--- src/rtl/dma_eng_pkg.sv ---
package dma_eng_pkg;

   localparam logic [7:0] CMD_RUN_BURST_IN  = 8'h04;
   localparam logic [7:0] CMD_RUN_BURST_OUT = 8'h05;
   localparam logic [7:0] CMD_RUN_IMM_IN    = 8'h06;
   localparam logic [7:0] CMD_RUN_IMM_OUT   = 8'h07;
   localparam logic [7:0] CMD_SOFT_RESET    = 8'h11;
   localparam logic [7:0] CMD_ABORT_IMM     = 8'h12;
   localparam logic [7:0] CMD_SOFT_STOP     = 8'h13;

   typedef struct packed {
      logic start;
      logic start_in;
      logic start_imm;
      logic rst_all;
      logic stop_now;
      logic stop_soft;
      logic reserved;
   } dma_cmd_t;

   localparam int unsigned IRQ_DONE = 0;
   localparam int unsigned IRQ_STOP = 1;

endpackage

--- src/rtl/dma_cmd_decode.sv ---
module dma_cmd_decode
   import dma_eng_pkg::*;
(
   input  logic       valid,
   input  logic [7:0] code,
   output dma_cmd_t   dec
);

   always_comb begin
      dec = '0;
      if (valid) begin
         if (code == CMD_RUN_BURST_IN || code == CMD_RUN_BURST_OUT ||
             code == CMD_RUN_IMM_IN   || code == CMD_RUN_IMM_OUT) begin
            dec.start     = 1'b1;
            dec.start_in  = ~code[0];
            dec.start_imm = code[1];
         end
         dec.rst_all   = (code == CMD_SOFT_RESET);
         dec.stop_now  = (code == CMD_ABORT_IMM);
         dec.stop_soft = (code == CMD_SOFT_STOP);
         dec.reserved  = ((code >= 8'h14) && (code <= 8'h20)) || (code >= 8'h29);
      end
   end

endmodule

--- src/rtl/dma_stage_fifo.sv ---
module dma_stage_fifo #(
   parameter int unsigned WIDTH = 8,
   parameter int unsigned DEPTH = 8
) (
   input  logic             clk,
   input  logic             rst_n,
   input  logic             clr,
   input  logic             push,
   input  logic [WIDTH-1:0] din,
   input  logic             pop,
   output logic [WIDTH-1:0] dout,
   output logic             full,
   output logic             empty
);

   localparam int unsigned AW = (DEPTH > 1) ? $clog2(DEPTH) : 1;
   localparam int unsigned CW = AW + 1;

   initial begin
      if (DEPTH < 2) $fatal(1, "dma_stage_fifo: DEPTH must be at least 2");
      if (WIDTH < 1) $fatal(1, "dma_stage_fifo: WIDTH must be positive");
   end

   logic [WIDTH-1:0] mem [DEPTH];
   logic [AW-1:0]    wp, rp, wp_nx, rp_nx;
   logic [CW-1:0]    fill;

   generate
      if ((1 << AW) == DEPTH) begin : g_pow2
         assign wp_nx = wp + 1'b1;
         assign rp_nx = rp + 1'b1;
      end else begin : g_wrap
         assign wp_nx = (wp == AW'(DEPTH - 1)) ? '0 : wp + 1'b1;
         assign rp_nx = (rp == AW'(DEPTH - 1)) ? '0 : rp + 1'b1;
      end
   endgenerate

   assign full  = (fill == CW'(DEPTH));
   assign empty = (fill == '0);
   assign dout  = mem[rp];

   always_ff @(posedge clk or negedge rst_n) begin
      if (!rst_n) begin
         wp   <= '0;
         rp   <= '0;
         fill <= '0;
      end else if (clr) begin
         wp   <= '0;
         rp   <= '0;
         fill <= '0;
      end else begin
         if (push) wp <= wp_nx;
         if (pop)  rp <= rp_nx;
         if (push && !pop)      fill <= fill + 1'b1;
         else if (pop && !push) fill <= fill - 1'b1;
      end
   end

   always_ff @(posedge clk) begin
      if (push && !clr) mem[wp] <= din;
   end


   fifo_no_overflow_chk: assert property (@(posedge clk) disable iff (!rst_n)
      push |-> !full);

   fifo_no_underflow_chk: assert property (@(posedge clk) disable iff (!rst_n)
      pop |-> !empty);

   fifo_fill_bound_chk: assert property (@(posedge clk) disable iff (!rst_n)
      fill <= CW'(DEPTH));

endmodule

--- src/rtl/dma_xfer_ctrl.sv ---
module dma_xfer_ctrl
   import dma_eng_pkg::*;
#(
   parameter int unsigned CNT_W   = 32,
   parameter int unsigned BURST_W = 16
) (
   input  logic             clk,
   input  logic             rst_n,
   input  dma_cmd_t         cmd,
   input  logic             cnt_wr,
   input  logic [CNT_W-1:0] cnt_wdata,
   input  logic [BURST_W-1:0] burst_len,
   input  logic [1:0]       irq_clr,
   input  logic             push,
   input  logic             ep_fire,
   input  logic             fifo_empty,
   output logic             running,
   output logic             in_dir,
   output logic             intake_ok,
   output logic             halt_intake,
   output logic             fifo_clr,
   output logic [CNT_W-1:0] rem,
   output logic [1:0]       irq
);

   logic               imm, stop_pend, finish, abort;
   logic [CNT_W-1:0]   adm_left;
   logic [BURST_W-1:0] burst_q, pos, pos_nx;
   logic [BURST_W:0]   pos_inc;
   logic [1:0]         irq_set;

   always_comb begin
      halt_intake = stop_pend && (pos == '0);
      intake_ok   = running && !halt_intake && (adm_left != '0);
      abort       = running && imm && cmd.stop_now;
      finish      = running && !abort && fifo_empty && ((adm_left == '0) || halt_intake);
      fifo_clr    = cmd.rst_all || abort;
      pos_inc     = {1'b0, pos} + 1'b1;
      pos_nx      = (pos_inc >= {1'b0, burst_q}) ? '0 : pos_inc[BURST_W-1:0];
      irq_set              = '0;
      irq_set[IRQ_DONE]    = finish && (adm_left == '0);
      irq_set[IRQ_STOP]    = (finish && stop_pend) || (cmd.stop_soft && !running);
   end

   always_ff @(posedge clk or negedge rst_n) begin
      if (!rst_n) begin
         running   <= 1'b0;
         imm       <= 1'b0;
         in_dir    <= 1'b0;
         stop_pend <= 1'b0;
         adm_left  <= '0;
         burst_q   <= '0;
         pos       <= '0;
         rem       <= '0;
         irq       <= '0;
      end else if (cmd.rst_all) begin
         running   <= 1'b0;
         imm       <= 1'b0;
         in_dir    <= 1'b0;
         stop_pend <= 1'b0;
         adm_left  <= '0;
         burst_q   <= '0;
         pos       <= '0;
         rem       <= '0;
         irq       <= '0;
      end else begin
         irq <= (irq & ~irq_clr) | irq_set;
         if (!running && cnt_wr)  rem <= cnt_wdata;
         else if (ep_fire)        rem <= rem - 1'b1;
         if (!running) begin
            if (cmd.start) begin
               running   <= 1'b1;
               imm       <= cmd.start_imm;
               in_dir    <= cmd.start_in;
               adm_left  <= rem;
               burst_q   <= burst_len;
               pos       <= '0;
               stop_pend <= 1'b0;
            end
         end else if (abort || finish) begin
            running   <= 1'b0;
            stop_pend <= 1'b0;
         end else begin
            if (push) begin
               adm_left <= adm_left - 1'b1;
               pos      <= pos_nx;
            end
            if (cmd.stop_soft) stop_pend <= 1'b1;
         end
      end
   end


   soft_reset_clears_chk: assert property (@(posedge clk) disable iff (!rst_n)
      cmd.rst_all |=> (rem == '0) && (irq == '0) && !running);

   counter_no_rise_chk: assert property (@(posedge clk) disable iff (!rst_n)
      running && !cmd.rst_all |=> rem <= $past(rem));

   burst_halt_chk: assert property (@(posedge clk) disable iff (!rst_n)
      halt_intake |-> !push);

   abort_ends_chk: assert property (@(posedge clk) disable iff (!rst_n)
      abort |=> !running && (irq == ($past(irq) & ~$past(irq_clr))));

   reserved_idle_chk: assert property (@(posedge clk) disable iff (!rst_n)
      cmd.reserved && !running && !cnt_wr |=> !running && $stable(rem));

endmodule

--- src/rtl/dma_burst_engine.sv ---
module dma_burst_engine
   import dma_eng_pkg::*;
#(
   parameter int unsigned DATA_W     = 8,
   parameter int unsigned CNT_W      = 32,
   parameter int unsigned BURST_W    = 16,
   parameter int unsigned FIFO_DEPTH = 8
) (
   input  logic               clk,
   input  logic               rst_n,
   input  logic               cmd_valid,
   input  logic [7:0]         cmd_code,
   input  logic               cnt_wr,
   input  logic [CNT_W-1:0]   cnt_wdata,
   output logic [CNT_W-1:0]   cnt_rdata,
   input  logic [BURST_W-1:0] burst_len,
   input  logic [1:0]         irq_clr,
   output logic [1:0]         irq_stat,
   output logic               busy,
   input  logic               bus_rx_valid,
   input  logic [DATA_W-1:0]  bus_rx_data,
   output logic               bus_rx_ready,
   output logic               bus_tx_valid,
   output logic [DATA_W-1:0]  bus_tx_data,
   input  logic               bus_tx_ready,
   input  logic               ep_rd_valid,
   input  logic [DATA_W-1:0]  ep_rd_data,
   output logic               ep_rd_ready,
   output logic               ep_wr_valid,
   output logic [DATA_W-1:0]  ep_wr_data,
   input  logic               ep_wr_ready
);

   initial begin
      if (CNT_W < 2 || CNT_W > 32) $fatal(1, "dma_burst_engine: CNT_W out of range");
      if (BURST_W < 1)             $fatal(1, "dma_burst_engine: BURST_W must be positive");
   end

   dma_cmd_t          cmd;
   logic              running, in_dir, intake_ok, halt_intake, fifo_clr;
   logic              fifo_full, fifo_empty, push, pop, ep_fire, src_valid;
   logic [DATA_W-1:0] src_data, fifo_dout;

   dma_cmd_decode u_dec (
      .valid (cmd_valid),
      .code  (cmd_code),
      .dec   (cmd)
   );

   dma_xfer_ctrl #(.CNT_W(CNT_W), .BURST_W(BURST_W)) u_ctrl (
      .clk         (clk),
      .rst_n       (rst_n),
      .cmd         (cmd),
      .cnt_wr      (cnt_wr),
      .cnt_wdata   (cnt_wdata),
      .burst_len   (burst_len),
      .irq_clr     (irq_clr),
      .push        (push),
      .ep_fire     (ep_fire),
      .fifo_empty  (fifo_empty),
      .running     (running),
      .in_dir      (in_dir),
      .intake_ok   (intake_ok),
      .halt_intake (halt_intake),
      .fifo_clr    (fifo_clr),
      .rem         (cnt_rdata),
      .irq         (irq_stat)
   );

   always_comb begin
      src_valid    = in_dir ? bus_rx_valid : ep_rd_valid;
      src_data     = in_dir ? bus_rx_data  : ep_rd_data;
      bus_rx_ready = in_dir  && intake_ok && !fifo_full;
      ep_rd_ready  = !in_dir && intake_ok && !fifo_full;
      push         = intake_ok && !fifo_full && src_valid && !fifo_clr;
      ep_wr_valid  = running && in_dir  && !fifo_empty;
      bus_tx_valid = running && !in_dir && !fifo_empty;
      ep_wr_data   = fifo_dout;
      bus_tx_data  = fifo_dout;
      pop          = ((ep_wr_valid && ep_wr_ready) || (bus_tx_valid && bus_tx_ready)) && !fifo_clr;
      ep_fire      = in_dir ? (ep_wr_valid && ep_wr_ready) : push;
      busy         = running;
   end

   dma_stage_fifo #(.WIDTH(DATA_W), .DEPTH(FIFO_DEPTH)) u_fifo (
      .clk   (clk),
      .rst_n (rst_n),
      .clr   (fifo_clr),
      .push  (push),
      .din   (src_data),
      .pop   (pop),
      .dout  (fifo_dout),
      .full  (fifo_full),
      .empty (fifo_empty)
   );


   done_after_drain_chk: assert property (@(posedge clk) disable iff (!rst_n)
      $rose(irq_stat[IRQ_DONE]) |-> $past(fifo_empty));

   halt_blocks_intake_chk: assert property (@(posedge clk) disable iff (!rst_n)
      halt_intake |-> !bus_rx_ready && !ep_rd_ready);

   one_side_active_chk: assert property (@(posedge clk) disable iff (!rst_n)
      !(bus_rx_ready && ep_rd_ready) && !(bus_tx_valid && ep_wr_valid));

endmodule

--- config.mk ---
export PLATFORM = sky130hd
export DESIGN_NAME = dma_burst_engine
export DESIGN_NICKNAME = d
export VERILOG_FILES = /design/src/rtl/dma_eng_pkg.sv /design/src/rtl/dma_cmd_decode.sv /design/src/rtl/dma_stage_fifo.sv /design/src/rtl/dma_xfer_ctrl.sv /design/src/rtl/dma_burst_engine.sv
export SDC_FILE = /design/constraint.sdc
export NUM_CORES = 1
export LEC_CHECK = 0
export BUFFER_PORTS_ARGS = -buffer_cell sky130_fd_sc_hd__buf_2
export CORE_ASPECT_RATIO = 1.5
export CORE_MARGIN = 5
export CORE_UTILIZATION = 38
export DETAILED_ROUTE_END_ITERATION = 6
export GPL_TIMING_DRIVEN = 1
export SYNTH_ARGS = -nofsm -noshare
export SYNTH_HDL_FRONTEND = slang
export SYNTH_HIERARCHICAL = 1
export SYNTH_SLANG_ARGS = --single-unit
--- constraint.sdc ---
create_clock -name clk -period 4.4 [get_ports clk]
set_input_delay 0.66 -clock clk [delete_from_list [all_inputs] [get_ports clk]]
set_output_delay 0.66 -clock clk [all_outputs]
set_load 0.05 [all_outputs]
### Yosys cells after proc, flatten, opt, wreduce, memory -nomap -nowiden

Memories as Yosys holds them, arrays and structs flattened.
Index checks and enable logic that the tools add are counted.

* register bits: 112
* bits in writable memories: 64
* input port bits: 82
* output and inout bits: 55
* logic and storage cells: 148
* memories: 1

* $add $sub $neg: 7
* order comparisons: 4
* eq/ne operators: 12
* muxes and demuxes: 47
* bitwise gates (word level): 4
* reduce and logical (&&, ||, !) cells: 61

Memory list
* u_fifo.mem: depth 8, width 8, read ports 1, clocked after memory_dff 0, wr ports 1, line dma_stage_fifo.sv:24 `logic [WIDTH-1:0] mem [DEPTH];`

Operators by type and width (number)
* $mux 32: 8
* $mux 16: 9
* $sub 32x1->32 const B: 2
* $eq 8x3->1 const B: 4
* $logic_not 32->1: 1
* $reduce_bool 32->1: 1
* $logic_and 1x1->1: 30
* $eq 8x5->1 const B: 3
* $mux 1: 19
* $add 16x1->17 const B: 1
* $ge 17x16->1: 1
* $logic_not 16->1: 1
* $mux 3: 5
* $mux 4: 3
* $logic_not 1->1: 9
* $logic_or 1x1->1: 9
* $reduce_bool 3->1: 3
* $ge 8x5->1 const B: 1
* $ge 8x6->1 const B: 1
* $le 8x6->1 const B: 1
* $mux 8: 1
* $mux 7: 1
* $add 3x1->3 const B: 2
* $reduce_bool 2->1: 3
* other kinds (15): 16

### Logic depth before layout (Yosys ltp)

Gate-level depths: netlist (run 1).

* word-level depth: 15
* mapped depth: 17
* gate-level depth less buffers: 16

### Modules after synthesis

The synthesis (run 1) kept the hierarchy.

Modules (own cells, without submodules)
* dma_xfer_ctrl: times used 1, cells an instance 693, area each 6070.8 µm², sequential area each 2552.4 µm²
* dma_stage_fifo: times used 1, cells an instance 162, area each 3099.2 µm², sequential area each 2172.1 µm²
* dma_burst_engine: times used 1, cells an instance 30, area each 246.5 µm², sequential area each 0.0 µm²
* dma_cmd_decode: times used 1, cells an instance 21, area each 127.6 µm², sequential area each 0.0 µm²

### Worst setup path before layout (run 1)

OpenSTA, ideal clock, no wires.

* kind: input to register
* start point: in cmd_code[3]
* end point: reg u_fifo.fill[3]
* library setup time: 0.125 ns
* arrival time: 3.901 ns
* required time: 4.275 ns
* setup slack: 0.374 ns
* stages: 16
* path buffers: 3
* cells stage by stage: nor4_2 nand3_1 nor3_1 clkbuf_1 clkbuf_1 clkbuf_1 o21bai_1 nor3_1 inv_1 ha_1 inv_1 ha_1 a21oi_1 a211oi_1 a31oi_1 mux2_2

RTL lines
* from (decl): line dma_burst_engine.sv:12 `input logic [7:0] cmd_code,`
* to (signal assigned): line dma_stage_fifo.sv:54 `if (push && !pop) fill <= fill + 1'b1;`
* to (signal assigned): line dma_stage_fifo.sv:55 `else if (pop && !push) fill <= fill - 1'b1;`
* to (decl): line dma_stage_fifo.sv:26 `logic [CW-1:0] fill;`

### Final worst setup path (run 1)

* start point: reg u_ctrl.adm_left[0]
* end point: reg u_fifo.fill[3]

* longest elaborated chain between the ends: 8
* elaborated cells between the ends (all ways): 11
* classes of those cells: mux (2); reduce/logical (9)

Ends and longest elaborated chain
* from (decl): line dma_xfer_ctrl.sv:27 `logic [CNT_W-1:0] adm_left;`
* from (signal assigned): line dma_xfer_ctrl.sv:75 `adm_left <= rem;`
* from (signal assigned): line dma_xfer_ctrl.sv:85 `adm_left <= adm_left - 1'b1;`
* $reduce_bool 32->1 *: line dma_xfer_ctrl.sv:34 `intake_ok = running && !halt_intake && (adm_left != '0);`
* $logic_and 1x1->1 *: line dma_xfer_ctrl.sv:34
* via intake_ok: line dma_burst_engine.sv:40 `logic running, in_dir, intake_ok, halt_intake, fifo_clr;`
* $logic_and 1x1->1 * (3 in a row): line dma_burst_engine.sv:75 `push = intake_ok && !fifo_full && src_valid && !fifo_clr;`
* via push: line dma_burst_engine.sv:41 `logic fifo_full, fifo_empty, push, pop, ep_fire, src_valid;`
* $logic_and 1x1->1 / $logic_not 1->1 (equally long branches): line dma_stage_fifo.sv:54, dma_stage_fifo.sv:55
* $mux 4 / $logic_and 1x1->1 (equally long branches): line dma_stage_fifo.sv:54, dma_stage_fifo.sv:55
* $mux 4 / $reduce_bool 3->1 (equally long branches)

The timed path passes the listed nets; every way through them passes the cells marked *.
A chain may end at the register's enable or synchronous reset.

==> results list, run 1 <==
- The floorplan step defined a die boundary enclosing between 20000 and 30000 sq um.
- Final slew viol count: 0
- Diodes inserted: 0
- For this run, design rule violations remaining after detail routing come to 0.
- Of the cells placed in the final design, the portion with a size suffix greater than 1 is 23.1%.
- The worst hold path belongs to the class in -> async.
- Final Critical Period: 4.06 ns
- Routability-driven placement finished with a final weighted congestion of 0.865.
* CTS tree: yes
- Clock sinks: 176
- Buffer count from post-CTS setup fixing: 0
- Insertion delay to the later sink of the worst-skew pair: 0.44 ns
- Nets: 1134
- Syn Std Cell Area: 9490 sq um
* Total Wirelength: 24.8 mm
* Hold Fails Final Rpt: 0
- CTS H-Tree Depth: 4
- Setup TNS: 0 ns
- STA classifies the critical path startpoint as a flip-flop.
- Detailed placement finished with a half-perimeter wire length of 17.6 mm.
- The analysis attributes to cell leakage a power of 4.52 nW.
* Synth-to-layout area growth: 17.6%
- Worst-Margin Slew: 0.967 ns
- Vertical die dimension: 204 um
- Between clock sinks in the finished design, the worst skew comes to 0.00960 ns.
* Register clock-pin slew on the reported worst setup and hold paths: 0.07 ns
- After layout, the worst path uses between 90 and 100% of the clock period.
- Avg Vias per Cell: 5.47
- CP Cell Sequence: inv_1 > ha_1 > or4b_2 > nor4_2 > nand3_1 > o31ai_4 > nor2_1 > nand2b_1 > nor3_1 > ha_1 > inv_1 > ha_1 > a21oi_1 > a211oi_1 > a31oi_1 > mux2_2
- First DRT Iteration DRCs: 562
- Detail Route Antenna Nets: 0
- During synthesis, Yosys emitted a total of 6 warnings.
- On the critical path, the stage with the largest delay is an instance of sky130_fd_sc_hd__or4b_2.
* Number of gates resized after cts: 0
- Buffers placed on the I/O ports in this run total 136.
- Result of the run: complete, no violations
- Across all layers, the routed design uses roughly 7500 vias.
- Crit-path max FO: 6
- Setup violations remaining at the end of the flow were counted as 0.
- The number of nets in the synthesized netlist is 1006.
- Max-cap violations in this run came to 0.
* Post-synthesis cell count: between 800 and 900
- The floorplan step set the die width to approximately 140 um.
- Total CTS buffers: 17
- Initial antenna violation count: 0
* Max VDD drop: 0.474 mV
- Summing all multi-input logic gate instances after layout gives 4370 sq um.
- The largest single stage delay on the critical path is 0.69 ns.
- After clock tree synthesis, the flow added hold-fix buffers numbering 0.
* Number of detailed-route iterations in the first pass: 5
* CP required: 4.72 ns
- Average cell area after synthesis: around 11 sq um
- The first global-routing pass estimated between 40 and 50 mm of wire.
* Root cell of the clock tree: sky130_fd_sc_hd__clkbuf_16
- In the final routed layout, each cell accounts on average for 18.2 um.
- Number of ports placed on the die boundary: 137
- By startpoint and endpoint, the worst setup path is classified as reg -> reg.
* Clock Path Buffers: 2
- Counting the fill cells in the layout gives 2351.
- The cell that appears most often on the critical path is sky130_fd_sc_hd__ha_1.
* Initial Util: about two fifths
- Data arrival time of the worst path: 4.38 ns
- STA classifies the critical path endpoint as a flip-flop.
- Largest net degree at the start of global routing: 65
- Tightest slew margin relative to the limit: 35.3%
* Core area: ~25000 sq um
- Highest attainable clock frequency: 0.246 GHz
- Summing all flip-flop and latch instances after layout gives 4720 sq um.
* Number of placement rows: 70
* Via count of the first global-routing pass: 7648
- Unrepaired setup endpoints after global routing: false
- Worst hold margin: 0.322 ns
- The number of buffers and inverters on the critical path is 2.
- Among cell families on the critical path, the largest total delay comes from simple AND/OR/NAND/NOR gates.
- For flop-to-flop paths, the worst setup slack is 0.34 ns.
- Power comes to 0.00612 W.
- For this design the ratio of total power to cell area is 549 nW/um^2.
- Summed over all layers, the global routing overflow is 0.
- GRT Util Overall: about 18%
sequential cells by signal, summed over array words and instances (netlist names):
signal and count:
u_fifo/mem 64, u_ctrl/irq 2, u_fifo/fill 4, u_ctrl/in_dir 1
u_ctrl/rem 32, u_ctrl/pos 16, u_fifo/wp 3, u_ctrl/imm 1
u_ctrl/running 1, u_ctrl/stop_pend 1, u_fifo/rp 3, u_ctrl/adm_left 32
u_ctrl/burst_q 16
path summary, 6_finish.rpt:
check,start,end,cells after the start
max in group asynchronous,rst_n,u_ctrl/adm_left[17]$_DFFE_PN0P_,2
hold / removal,rst_n,u_ctrl/burst_q[12]$_DFFE_PN0P_,1
setup / recovery,u_ctrl/adm_left[0]$_DFFE_PN0P_,u_fifo/fill[3]$_DFFE_PN0P_,16
setup reg to reg,u_ctrl/adm_left[0]$_DFFE_PN0P_,u_fifo/fill[3]$_DFFE_PN0P_,16
min in group clk,burst_len[6],u_ctrl/burst_q[6]$_DFFE_PN0P_,2
hold reg to reg,u_ctrl/burst_q[9]$_DFFE_PN0P_,u_ctrl/burst_q[9]$_DFFE_PN0P_,1
placed cells by master (no fill, tap or decap), drive strengths merged, types with 4 or more instances in the layout:
master	count
a211oi	24
a21oi	41
a22o	21
a22oi	11
a311oi	10
a31oi	4
a32oi	4
and2	5
and3	7
buf	167
clkbuf	17
dfrtp	112
edfxtp	64
ha	25
inv	46
mux2	19
mux2i	8
mux4	16
nand2	44
nand2b	9
nand3	33
nand4	6
nor2	99
nor2b	7
nor3	30
nor4	21
o21ai	69
o2bb2ai	11
or2	6
or3	17
or4	5
xnor2	22
xor2	16
stage by stage:
step / utilization (%) / std cells / cell area, sq um / setup WS [ns]
final: 45.5 / 1363 / 11200 / 0.339
after global routing: 45.5 / 1363 / 11200 / 0.0109
after CTS: 45.4 / 1363 / 11100 / 0.0895
after detailed placement: 43.0 / 1331 / 10500 / 0.120
after global placement: 43.0 / 1331 / 10500 / 0.199
after floorplan: - / 898 / 9490 / 0.374
layer usage:
metal  up-vias  track usage (%)  routed length [um]
met5         -                0                   0
met4         0             6.36                 596
met3        31             3.03                1020
met2       224             31.2               12600
met1      3608             22.2               10600
li1       3591                -                   -
cell type report:
cell class | instances | area share (%)
Clock inverter | 15 | 1.55
Inverter | 38 | 1.28
Timing Repair Buffer | 167 | 8.21
Tap cell | 324 | 3.63
Clock buffer | 17 | 3.81
Multi-Input combinational cell | 626 | 39.2
Sequential cell | 176 | 42.3
report_power, final:
part / switching [W] / internal, W
sequential: 0.000424 / 0.00201
combinational: 0.00136 / 0.000784
clock: 0.000690 / 0.000856
(Power assumes the default switching activity.)
==> inputs of run 2 (changes only) <==
--- a/config.mk
+++ b/config.mk
@@ -8,7 +8,7 @@
 export BUFFER_PORTS_ARGS = -buffer_cell sky130_fd_sc_hd__buf_2
 export CORE_ASPECT_RATIO = 1.5
 export CORE_MARGIN = 5
-export CORE_UTILIZATION = 38
+export CORE_UTILIZATION = 30
 export DETAILED_ROUTE_END_ITERATION = 6
 export GPL_TIMING_DRIVEN = 1
 export SYNTH_ARGS = -nofsm -noshare
==> run 2 against run 1 <==
Clock power down 5%. Utilization down 9.5 points. Critical path type unchanged. Highest routed layer unchanged. Clock-buffer cell count is 1 higher. Cell count rose by 5.6%. Largest cell class unchanged.
==> results list, run 2 (synthesized netlist as in run 1, its figures left out) <==
- The via density per instance came to 5.22 (-4.5%).
- Highest attainable clock frequency: 0.251 GHz (+1.9%)
* Diodes inserted: 0 (unchanged)
- The number of nets in the final layout is 1130 (-0.35%).
- Start of the worst register-to-register path: u_ctrl/adm_left[0]$_DFFE_PN0P_
- The aggregate global-route resource usage is 14.5% (-3.3 points).
* Total Wirelength: 25.8 mm (+3.8%)
- In this design, the largest share of critical-path delay is due to simple AND/OR/NAND/NOR gates.
- The total setup violations reported at the end of the flow came to 0 (unchanged).
- Result of the run: complete, no violations
- Vertical die dimension: 228 um (+12%)
- Critical path depth: 16 (unchanged)
- Power per unit of standard cell area: 541 nW/um^2 (-1.4%)
- Leaving out fill and tap cells, the most frequent cell in the layout is sky130_fd_sc_hd__buf_2.
* Area of the die: 35400 sq um (+25%)
- The most critical setup path has its startpoint at u_ctrl/adm_left[0]$_DFFE_PN0P_.
- Traced cell by cell, the critical path runs through inv_1 > ha_1 > or4b_2 > nor4_2 > nand3_1 > o31ai_2 > nor2_1 > nand2b_1 > nor3_1 > ha_1 > inv_1 > ha_1 > a21oi_1 > a211oi_1 > a31oi_1 > mux2_2.
- The number of gates resized after cts was 0 (unchanged).
- Clock Skew: 0.0145 ns (+0.00486 ns)
- WS Path Type: reg -> reg
- Unrepaired setup endpoints after global routing: false
* Width of the die: 155 um (+12%)
- IO Port Bufs: 136 (unchanged)
- The delay of the slowest cell on the worst path was 0.69 ns (about the same).
- The number of buffers added to fix hold violations after cts was 0 (unchanged).
* Number of ports placed on the die boundary: 137 (unchanged)
- The largest vdd supply drop came to 0.315 mV (-34%).
- The design area was 11200 sq um (+0.35%).
- Worst hold path class: in -> async
- The leakage dissipation was 4.49 nW (-0.58%).
- The count of fill cells added during filler insertion came to 3152 (+34%).
- Insertion delay to the later sink of the worst-skew pair: 0.44 ns (about the same)
- The number of iterations in the first detailed-routing pass was 5 (unchanged).
* Synth-to-layout area growth: 18.0%
- Data arrival time of the worst path: 4.31 ns (-0.07 ns)
- The largest net degree at the start of global routing was 113 (+74%).
- Register clock-pin slew on the reported worst setup and hold paths: 0.07 ns (about the same)
- Hold Fails Final Rpt: 0 (unchanged)
* Highest-count cells in the layout ignoring fill and taps: 135 x sky130_fd_sc_hd__buf_2, 112 x sky130_fd_sc_hd__dfrtp_1, 99 x sky130_fd_sc_hd__nor2_1
- CTS H-Tree Depth: 4 (unchanged)
- Share of the core filled with cells: 36.0% (-9.5 points)
- Via count of the first global-routing pass: 7521 (-1.7%)
- Clock Path Buffers: 2 (unchanged)
- Detail Route Antenna Nets: 0 (unchanged)
- Total vias in the final route: 7520 (+0.89%)
- The shortest period the worst path allows came to 3.99 ns (-0.0755 ns).
* First DRT Iteration DRCs: 416 (-26%)
- Initial Util: 30.5% (-8.2 points)
- The measured slew at the worst slew-check pin was 1.21 ns (+0.239 ns).
- Crit-path max FO: 6 (unchanged)
* Post-route fraction of the period consumed by the critical path: 90.6% (-1.7 points)
- The worst slack at placement came to 0.214 ns (+0.0936 ns).
- Critical path capture point: u_fifo/fill[3]$_DFFE_PN0P_
- Root cell of the clock tree: sky130_fd_sc_hd__clkbuf_16
- The worst setup path is launched from a flip-flop.
* Final slew viol count: 0 (unchanged)
- Most flop-heavy register: u_fifo/mem
- Number of placement rows: 79 (+13%)
- GR Overflow Total: 0 (unchanged)
* Tightest slew margin relative to the limit: 19.6% (-16 points)
* Area after detailed placement: 10600 sq um (+0.80%)
- The number of flip-flops in the largest register was 64 (unchanged).
* Fraction of final layout cells sized beyond drive strength 1: 22.8% (-0.30 points)
- By instance count, the cell type seen most on the critical path is sky130_fd_sc_hd__ha_1.
- Top Registers: u_fifo/mem (64), u_ctrl/adm_left (32), u_ctrl/rem (32)
- Worst setup slack after layout: 0.415 ns (+0.0755 ns)
- TritonCTS built the clock tree.
- Global-route wire length before repair: 40.9 mm (+1.6%)
- The area of the core was 31100 sq um (+27%).
- The residual DRC count was 0 (unchanged).
- Max capacitance violation total: 0 (unchanged)
- R2R Path End: u_fifo/fill[3]$_DFFE_PN0P_
- Post-DP HPWL: 18.2 mm (+2.9%)
* Kind of capture point of the worst setup path: flip-flop
- The number of buffers inserted by post-CTS setup repair is 0 (unchanged).
- The weighted congestion reported at the end of routability-driven placement came to 0.803 (-7.2%).
* Setup TNS: 0 ns (unchanged)
- The required time of the critical path is 4.73 ns (about the same).
* Depth of the most critical reg-to-reg path: 16 (unchanged)
- The number of buffers created by CTS is 17 (unchanged).
- Initial antenna violation count: 1 (+1)
- Clock sinks: 176 (unchanged)
- The register-to-register path setup slack was 0.41 ns (+0.08 ns).
* Overall Power: 0.00606 W (-1.1%)
- Number of buffers and inverters on the critical path: 2 (unchanged)
- Library cell contributing the largest single delay on the critical path: sky130_fd_sc_hd__or4b_2
- The final routed wire length divided by cell count came to 17.9 um (-1.7%).
run 2: report_power, final:
part	leakage, nW	switching (W)	internal, W
Sequential	1.97	0.000425	0.00201
Clock	0.275	0.000685	0.000790
Combinational	2.25	0.00136	0.000785
Total	4.49	0.00247	0.00358
run 2: through the flow:
step	hold WS, ns	cells
2_1_floorplan	0.364	898
3_3_place_gp	0.465	1408
3_5_place_dp	0.466	1408
4_1_cts	0.326	1440
5_1_grt	0.349	1440
6_report	0.251	1440
run 2: per-layer routing:
layer	track usage, %	share of wire [%]	up-vias
li1	-	-	3591
met4	4.49	1.6	0
met3	2.63	4.3	23
met1	18.4	43	3698
met2	25.0	51	208
met5	0	0	-
run 2: worst min-delay path by stage:
| stage | startpoint | endpoint | cells after the start |
|---|---|---|---|
| after floorplan | rst_n | u_ctrl/adm_left[0]$_DFFE_PN0P_ | 0 |
| after global placement | u_ctrl/adm_left[21]$_DFFE_PN0P_ | u_ctrl/adm_left[21]$_DFFE_PN0P_ | 1 |
| after detailed placement | u_ctrl/adm_left[30]$_DFFE_PN0P_ | u_ctrl/adm_left[30]$_DFFE_PN0P_ | 1 |
| after CTS | rst_n | u_ctrl/burst_q[10]$_DFFE_PN0P_ | 2 |
| after global routing | rst_n | u_ctrl/burst_q[10]$_DFFE_PN0P_ | 2 |
| final | rst_n | u_ctrl/burst_q[10]$_DFFE_PN0P_ | 2 |
run 2: area by class of cell:
class,count,area (sq um),share of cell area (%)
clock buffer,18,429,3.83
clock inverter,14,133,1.18
inverter,38,143,1.27
multi-input combinational,626,4360,39.0
sequential,176,4720,42.2
tap,405,507,4.53
timing repair buffer,163,898,8.02
